### src/rtl/bitsr_pkg.sv
package bitsr_pkg;

    localparam int unsigned REG_W = 8;

    // bit positions that software decodes
    localparam int unsigned BIT_REQ    = 7;
    localparam int unsigned BIT_RUN_HI = 6;
    localparam int unsigned BIT_RUN_LO = 5;
    localparam int unsigned BIT_FAILED = 4;
    localparam int unsigned BIT_FASTEN = 3;
    localparam int unsigned BIT_FSTART = 2;
    localparam int unsigned BIT_RSVD   = 1;
    localparam int unsigned BIT_RAN    = 0;

    typedef enum logic [1:0] {
        RUN_NONE   = 2'b00,
        RUN_FAST   = 2'b01,
        RUN_FULL   = 2'b10,
        RUN_FSTART = 2'b11
    } run_state_e;

    typedef struct packed {
        logic       req;
        run_state_e run;
        logic       failed;
        logic       fast_en;
        logic       fstart_en;
        logic       ran;
    } bitsr_fields_t;

    localparam bitsr_fields_t COLD_DEFAULT = '{
        req:       1'b0,
        run:       RUN_NONE,
        failed:    1'b1,
        fast_en:   1'b0,
        fstart_en: 1'b0,
        ran:       1'b0
    };

    function automatic logic [REG_W-1:0] fields_to_byte(input bitsr_fields_t f);
        logic [REG_W-1:0] b;
        b                      = '0;
        b[BIT_REQ]             = f.req;
        b[BIT_RUN_HI:BIT_RUN_LO] = f.run;
        b[BIT_FAILED]          = f.failed;
        b[BIT_FASTEN]          = f.fast_en;
        b[BIT_FSTART]          = f.fstart_en;
        b[BIT_RSVD]            = 1'b0;
        b[BIT_RAN]             = f.ran;
        return b;
    endfunction

endpackage

### src/rtl/bitsr_decode.sv
module bitsr_decode #(
    parameter int unsigned          ADDR_W   = 8,
    parameter logic [ADDR_W-1:0]    REG_ADDR = 8'h5C
) (
    input  logic [ADDR_W-1:0] addr,
    input  logic              wr_en,
    output logic              sel,
    output logic              wr_sel
);
    always_comb begin
        sel    = (addr == REG_ADDR);
        wr_sel = sel && wr_en;
    end
endmodule

### src/rtl/bitsr_fields.sv
module bitsr_fields
    import bitsr_pkg::*;
(
    input  logic          clk,
    input  logic          rst_n,
    input  logic          rst_cold,
    input  logic          wr_sel,
    input  bitsr_fields_t wr_val,
    output bitsr_fields_t fields_q
);
    bitsr_fields_t fields_d;

    always_comb begin
        fields_d = fields_q;
        if (!rst_n) begin
            if (rst_cold) begin
                fields_d = COLD_DEFAULT;
            end else begin
                // warm: only the volatile fields return to default
                fields_d.req       = COLD_DEFAULT.req;
                fields_d.fast_en   = COLD_DEFAULT.fast_en;
                fields_d.fstart_en = COLD_DEFAULT.fstart_en;
            end
        end else if (wr_sel) begin
            fields_d = wr_val;
        end
    end

    always_ff @(posedge clk) begin
        fields_q <= fields_d;
    end
endmodule

### src/rtl/bitsr_req_pulse.sv
module bitsr_req_pulse (
    input  logic clk,
    input  logic rst_n,
    input  logic wr_sel,
    input  logic wr_req,
    input  logic req_now,
    output logic pulse_q
);
    logic pulse_d;

    always_comb begin
        pulse_d = 1'b0;
        if (rst_n) begin
            pulse_d = wr_sel && wr_req && !req_now;
        end
    end

    always_ff @(posedge clk) begin
        pulse_q <= pulse_d;
    end
endmodule

### src/rtl/bitsr_top.sv
module bitsr_top
    import bitsr_pkg::*;
#(
    parameter int unsigned       ADDR_W   = 8,
    parameter logic [ADDR_W-1:0] REG_ADDR = 8'h5C
) (
    input  logic              clk,
    input  logic              rst_n,
    input  logic              rst_cold,
    input  logic              wr_en,
    input  logic [ADDR_W-1:0] addr,
    input  logic [REG_W-1:0]  wdata,
    output logic [REG_W-1:0]  rdata,
    output logic              req_pulse
);
    logic          sel;
    logic          wr_sel;
    bitsr_fields_t wr_val;
    bitsr_fields_t fields_q;
    logic [REG_W-1:0] reg_byte;
    logic          unused_rsvd_wbit;

    assign unused_rsvd_wbit = wdata[BIT_RSVD];

    always_comb begin
        wr_val.req       = wdata[BIT_REQ];
        wr_val.run       = run_state_e'(wdata[BIT_RUN_HI:BIT_RUN_LO]);
        wr_val.failed    = wdata[BIT_FAILED];
        wr_val.fast_en   = wdata[BIT_FASTEN];
        wr_val.fstart_en = wdata[BIT_FSTART];
        wr_val.ran       = wdata[BIT_RAN];
    end

    bitsr_decode #(
        .ADDR_W   (ADDR_W),
        .REG_ADDR (REG_ADDR)
    ) decode_i (
        .addr   (addr),
        .wr_en  (wr_en),
        .sel    (sel),
        .wr_sel (wr_sel)
    );

    bitsr_fields fields_i (
        .clk      (clk),
        .rst_n    (rst_n),
        .rst_cold (rst_cold),
        .wr_sel   (wr_sel),
        .wr_val   (wr_val),
        .fields_q (fields_q)
    );

    bitsr_req_pulse pulse_i (
        .clk     (clk),
        .rst_n   (rst_n),
        .wr_sel  (wr_sel),
        .wr_req  (wr_val.req),
        .req_now (fields_q.req),
        .pulse_q (req_pulse)
    );

    always_comb begin
        reg_byte = fields_to_byte(fields_q);
        rdata    = sel ? reg_byte : '0;
    end
endmodule

### config.mk
export PLATFORM = sky130hd
export DESIGN_NAME = bitsr_top
export DESIGN_NICKNAME = d
export VERILOG_FILES = /design/src/rtl/bitsr_pkg.sv /design/src/rtl/bitsr_decode.sv /design/src/rtl/bitsr_fields.sv /design/src/rtl/bitsr_req_pulse.sv /design/src/rtl/bitsr_top.sv
export SDC_FILE = /design/constraint.sdc
export NUM_CORES = 1
export LEC_CHECK = 0
export CAP_MARGIN = 40
export CORE_AREA = 2 2 39 41
export CTS_BUF_LIST = sky130_fd_sc_hd__clkbuf_4
export DETAILED_ROUTE_END_ITERATION = 12
export DIE_AREA = 0 0 41 43
export GPL_ROUTABILITY_DRIVEN = 0
export PLACE_DENSITY = 0.74
export SETUP_SLACK_MARGIN = 0.1
export SYNTH_ARGS = -nofsm -noshare
export SYNTH_HDL_FRONTEND = slang
export SYNTH_SLANG_ARGS = --single-unit
### constraint.sdc
create_clock -name clk -period 2.88 [get_ports clk]
set_input_delay 0.288 -clock clk [delete_from_list [all_inputs] [get_ports clk]]
set_output_delay 0.288 -clock clk [all_outputs]
set_load 0.02 [all_outputs]
==> flow_summary.json, run 1 <==
{
  "crit_family": "buffers and inverters",
  "grt_max_degree": 13,
  "max_stage_delay_ns": 0.59,
  "grtUsageTotal": 0.110,
  "drcViolationCount": 0,
  "post-synth-top-area-cell": "edfxtp_1",
  "grt_overflow": 0,
  "finalHoldWorstSlack_ns": 0.452,
  "cellLeakagePower_uw": 0.000284,
  "rows": 14,
  "stdcell_count": 80,
  "status": "complete, no violations",
  "grt_pass1_wl_um": 1270,
  "crit_chain": "clkdlybuf4s50_1 -> nor4b_4 -> and3_2 -> clkdlybuf4s50_1",
  "fp.dieW_um": 41,
  "synth_flop_cell": "edfxtp_1",
  "slew_viol_final": 0,
  "arrival_ns": 2.06,
  "postCtsSetupRepairBufs": 0,
  "setup_tns_ns": 0,
  "wl_per_cell_um": 11.6,
  "max_freq_mhz": 426,
  "required_ns": 2.59,
  "critPathMaxFanout": 9,
  "cts.repair.resized": 0,
  "ys_top_cells_by_area": "edfxtp_1 28%, dfxtp_1 19%, and3_2 17%, mux2i_1 7.0%, nand2_1 6.1%",
  "rsz0062_at_grt": "no",
  "drive_gt1_frac": 0.234,
  "clockRootBuffer": "clkbuf_4",
  "synth.most_common_cell": "and3_2",
  "numCtsBuffers": 3,
  "clock_latency_ns": 0.25,
  "io_pins": 29,
  "grt_pass1_vias": 328,
  "vias": 373,
  "start_kind": "input pin",
  "finalPower_uw": 243,
  "seq_area_frac_synth": 0.466,
  "hpwl_um": 709,
  "h-tree-depth": 1,
  "syn_area_sq_um": 429,
  "die_y_um": 43,
  "area_growth_pct": 64.4,
  "cts_tree": "built",
  "dr.first_iter.drc_count": 9,
  "firstDrtPassIters": 4,
  "finalCritPeriodShare": 0.815,
  "drt_wl_total_um": 925,
  "synth_cell_types": 14,
  "syn-num-nets": 59,
  "synth_edf_count": 4,
  "synth-seq-cells": 8,
  "setup_violations": 0,
  "reg2reg_setup_slack_ns": 2.23,
  "power.density_nw_per_um2": 345,
  "synth_common_cells": "10 x and3_2, 7 x nand2_1, 4 x dfxtp_1, 4 x edfxtp_1, 3 x mux2i_1",
  "diodes": 0,
  "syn_area_per_cell_sq_um": 11.0,
  "dpl.cell_count": 77,
  "yosysTopAreaCellShare": 0.280,
  "cts_hold_buf": 0,
  "hold_viol_final": 0,
  "synth_warnings": 0,
  "end_kind": "output port",
  "path_buf_inv": 2,
  "syn_inst": 39,
  "core_area_sq_um": 1380,
  "worstHoldPathType": "reg2reg",
  "initial_core_util": 0.310,
  "skew_ns": 0.0000419,
  "clock-sinks": 8,
  "ir_drop_mv": 0.154,
  "ant_nets": 0,
  "dieArea_sq_um": 1760,
  "antenna_found_initial": 0,
  "clk_pin_slew_ns": 0.05,
  "nets": 86,
  "place.port_buffers": 26,
  "crit_type": "in2out",
  "viasPerCell": 4.66,
  "cpMostUsedCell": "clkdlybuf4s50_1",
  "cap_violations": 0,
  "min_period_ns": 2.35,
  "async_flop_share": 0,
  "crit_slowest_cell": "clkdlybuf4s50_1",
  "clockBufferDepth": 2
}
[logic make-up after synthesis]
family / share of synthesized area
simple gates: 0.367
flops: 0.466
mux: 0.0962
buf+inv: 0.0612
other cells: 0.00874
[path summary, 6_finish.rpt]
path,depth (start not counted),start,endpoint
min reg2reg,2,fields_i.fields_q[2],fields_i.fields_q[2]
max reg2reg,1,fields_i.fields_q[6],pulse_i.pulse_q
min,2,fields_i.fields_q[2],fields_i.fields_q[2]
max,4,addr[1],rdata[7]
[registers in the layout, indices dropped and copies added, names as in the netlist]
register           cells
pulse_i.pulse_q        1
fields_i.fields_q      7
[power breakdown]
group | switching, uW | internal, uW
clock network | 36.9 | 47.6
registers | 0.565 | 123
logic | 11.1 | 24.6
[tightest hold or removal path, cell delays in order, from the launching register on]
cell,delay (ns)
dfxtp_1,0.30
nand2_1,0.05
mux2i_1,0.05
[stage by stage]
step           cell area (sq um)  worst slack [ns]  utilization
4_1_cts                      706             0.521        0.510
3_3_place_gp                 683             0.542        0.494
2_1_floorplan                429              1.40            -
3_5_place_dp                 683             0.524        0.494
6_report                     706             0.534        0.510
5_1_grt                      706             0.471        0.510
[layer usage]
metal | track usage | vias to the layer above | share of wire
met5 | 0 | - | 0
met4 | 0.0600 | 0 | 0
met3 | 0.0524 | 0 | 0.13
met2 | 0.172 | 19 | 0.49
met1 | 0.113 | 165 | 0.38
li1 | - | 189 | -
[cell type report]
type,count,area (sq um)
clock buffers,3,22.5
fillers,136,678
repair buffers,26,260
multi-input cells,27,203
flip-flops and latches,8,200
well taps,16,20.0
[placed cells by master (no fill, tap or decap), drive strengths merged]
master / n
dfxtp: 4
conb: 1
clkdlybuf4s50: 26
nand4: 1
clkbuf: 3
and3: 11
mux2: 1
mux2i: 3
and4b: 2
edfxtp: 4
nand2: 7
nor4b: 1
Power figures use the tool's default switching activity.
==> inputs of run 2 (changes only) <==
==> constraint.sdc (replaced) <==
create_clock -name clk -period 2.2 [get_ports clk]
set_input_delay 0.22 -clock clk [delete_from_list [all_inputs] [get_ports clk]]
set_output_delay 0.22 -clock clk [all_outputs]
set_load 0.02 [all_outputs]
==> flow_summary.json, run 2 (synthesis gave the netlist of run 1 again) <==
{
  "reg2reg_setup_slack_ns": 1.57,
  "wl_per_cell_um": 11.2,
  "worstHoldPathType": "reg2reg",
  "grt_max_degree": 13,
  "grt_pass1_vias": 340,
  "comb_power_share": 0.134,
  "dpl.cell_count": 79,
  "hold_viol_final": 0,
  "cts_tree": "built",
  "grt_overflow": 0,
  "layout_common_cells": "19 x clkdlybuf4s50_1, 10 x and3_2, 7 x nand2_1, 7 x dlygate4sd2_1",
  "postCtsSetupRepairBufs": 0,
  "rsz0062_at_grt": "no",
  "clock-sinks": 8,
  "dieArea_sq_um": 1760,
  "nets": 88,
  "place_ws_ns": 0.0849,
  "finalHoldWorstSlack_ns": 0.451,
  "firstDrtPassIters": 1,
  "setup_violations": 0,
  "dr.first_iter.drc_count": 0,
  "finalCritPeriodShare": 0.834,
  "rows": 14,
  "clk_pin_slew_ns": 0.07,
  "min_period_ns": 1.84,
  "antenna_found_initial": 0,
  "internal-power_uw": 275,
  "vias": 373,
  "cellLeakagePower_uw": 0.000334,
  "crit_type": "in2out",
  "diodes": 0,
  "start_kind": "input pin",
  "io_pins": 29,
  "cp-endpoint": "rdata[3]",
  "max_freq_mhz": 545,
  "skew_ns": 0.0000795,
  "h-tree-depth": 1,
  "grtUsageTotal": 0.119,
  "ir_drop_mv": 0.246,
  "reg_top3": "fields_i.fields_q (7), pulse_i.pulse_q (1)",
  "seqPwrFrac": 0.461,
  "place.port_buffers": 26,
  "ant_nets": 0,
  "hpwl_um": 697,
  "critPathMaxFanout": 9,
  "power.density_nw_per_um2": 486,
  "clockBufferDepth": 2,
  "drt_wl_total_um": 926,
  "cts_hold_buf": 0,
  "stdcell_count": 83,
  "largest_register_ffs": 7,
  "fp.dieW_um": 41,
  "min_path_cells": 2,
  "slew_viol_final": 0,
  "drive_gt1_frac": 0.269,
  "drcViolationCount": 0,
  "final_common_cell": "clkdlybuf4s50_1",
  "cap_violations": 0,
  "power_switching_uw": 74.2,
  "crit_path_start": "addr[1]",
  "r2r_end": "pulse_i.pulse_q",
  "status": "complete, no violations",
  "numCtsBuffers": 3,
  "clockRootBuffer": "clkbuf_4",
  "fin_util": 0.520,
  "area_growth_pct": 67.6,
  "top_register": "fields_i.fields_q",
  "rr_worst_depth": 1,
  "arrival_ns": 1.62,
  "grt_pass1_wl_um": 1300,
  "clkPwrFrac": 0.404,
  "clock_latency_ns": 0.25,
  "end_kind": "output port",
  "initial_core_util": 0.310,
  "setup_tns_ns": 0,
  "required_ns": 1.98,
  "r2r-start": "fields_i.fields_q[6]",
  "switching_share": 0.212,
  "viasPerCell": 4.49,
  "core_area_sq_um": 1380,
  "die_y_um": 43,
  "cts.repair.resized": 7,
  "setup_slack_ns": 0.365
}
## run 2: changes by cell type in the layout (fill, tap and decap cells not counted), sizes merged
| cell | before | now |
|---|---|---|
| buf | 0 | 2 |
| clkbuf | 3 | 4 |
| clkdlybuf4s50 | 26 | 19 |
| dlygate4sd2 | 0 | 7 |
## run 2: cell type report
cell class	count	area [sq um]
fillers	137	664
repair buffers	28	267
multi-input cells	27	203
flip-flops and latches	8	200
clock buffers	4	30.0
well taps	16	20.0
## run 2: metal layers
layer / routed length (um) / share of wire / vias to the layer above / global-route usage
li1: - / - / 194 / -
met1: 350 / 0.38 / 162 / 0.102
met2: 477 / 0.52 / 17 / 0.197
met3: 98 / 0.11 / 0 / 0.0628
met4: 0 / 0 / 0 / 0.0800
met5: 0 / 0 / - / 0
## run 2: worst max-delay path, cell delays in order
cell and delay, ns:
clkdlybuf4s50_1 0.45, nor4b_4 0.27, buf_4 0.18, and3_2 0.17, dlygate4sd2_1 0.33
## run 2: worst min-delay path by stage
stage / start / end / slack [ns]
floorplan: wdata[2] / fields_i.fields_q[1] / 0.36
global placement: fields_i.fields_q[2] / fields_i.fields_q[2] / 0.44
detailed placement: fields_i.fields_q[2] / fields_i.fields_q[2] / 0.45
CTS: fields_i.fields_q[2] / fields_i.fields_q[2] / 0.45
global route: fields_i.fields_q[2] / fields_i.fields_q[2] / 0.49
finish: fields_i.fields_q[2] / fields_i.fields_q[2] / 0.45
## run 2: power by group through the flow
| stage | Clock (uW) | Combinational [uW] | Sequential, uW |
|---|---|---|---|
| 2_1_floorplan | 0 | 12.7 | 164 |
| 3_3_place_gp | 0 | 46.7 | 164 |
| 3_5_place_dp | 0 | 47.4 | 165 |
| 4_1_cts | 148 | 47.4 | 161 |
| 5_1_grt | 155 | 50.8 | 162 |
| 6_report | 141 | 46.9 | 161 |
## run 2: per-stage QoR
stage / area [sq um] / power [uW]
final: 719 / 349
after detailed placement: 698 / 212
after CTS: 719 / 356
after floorplan: 429 / 177
after global routing: 719 / 367
after global placement: 698 / 211
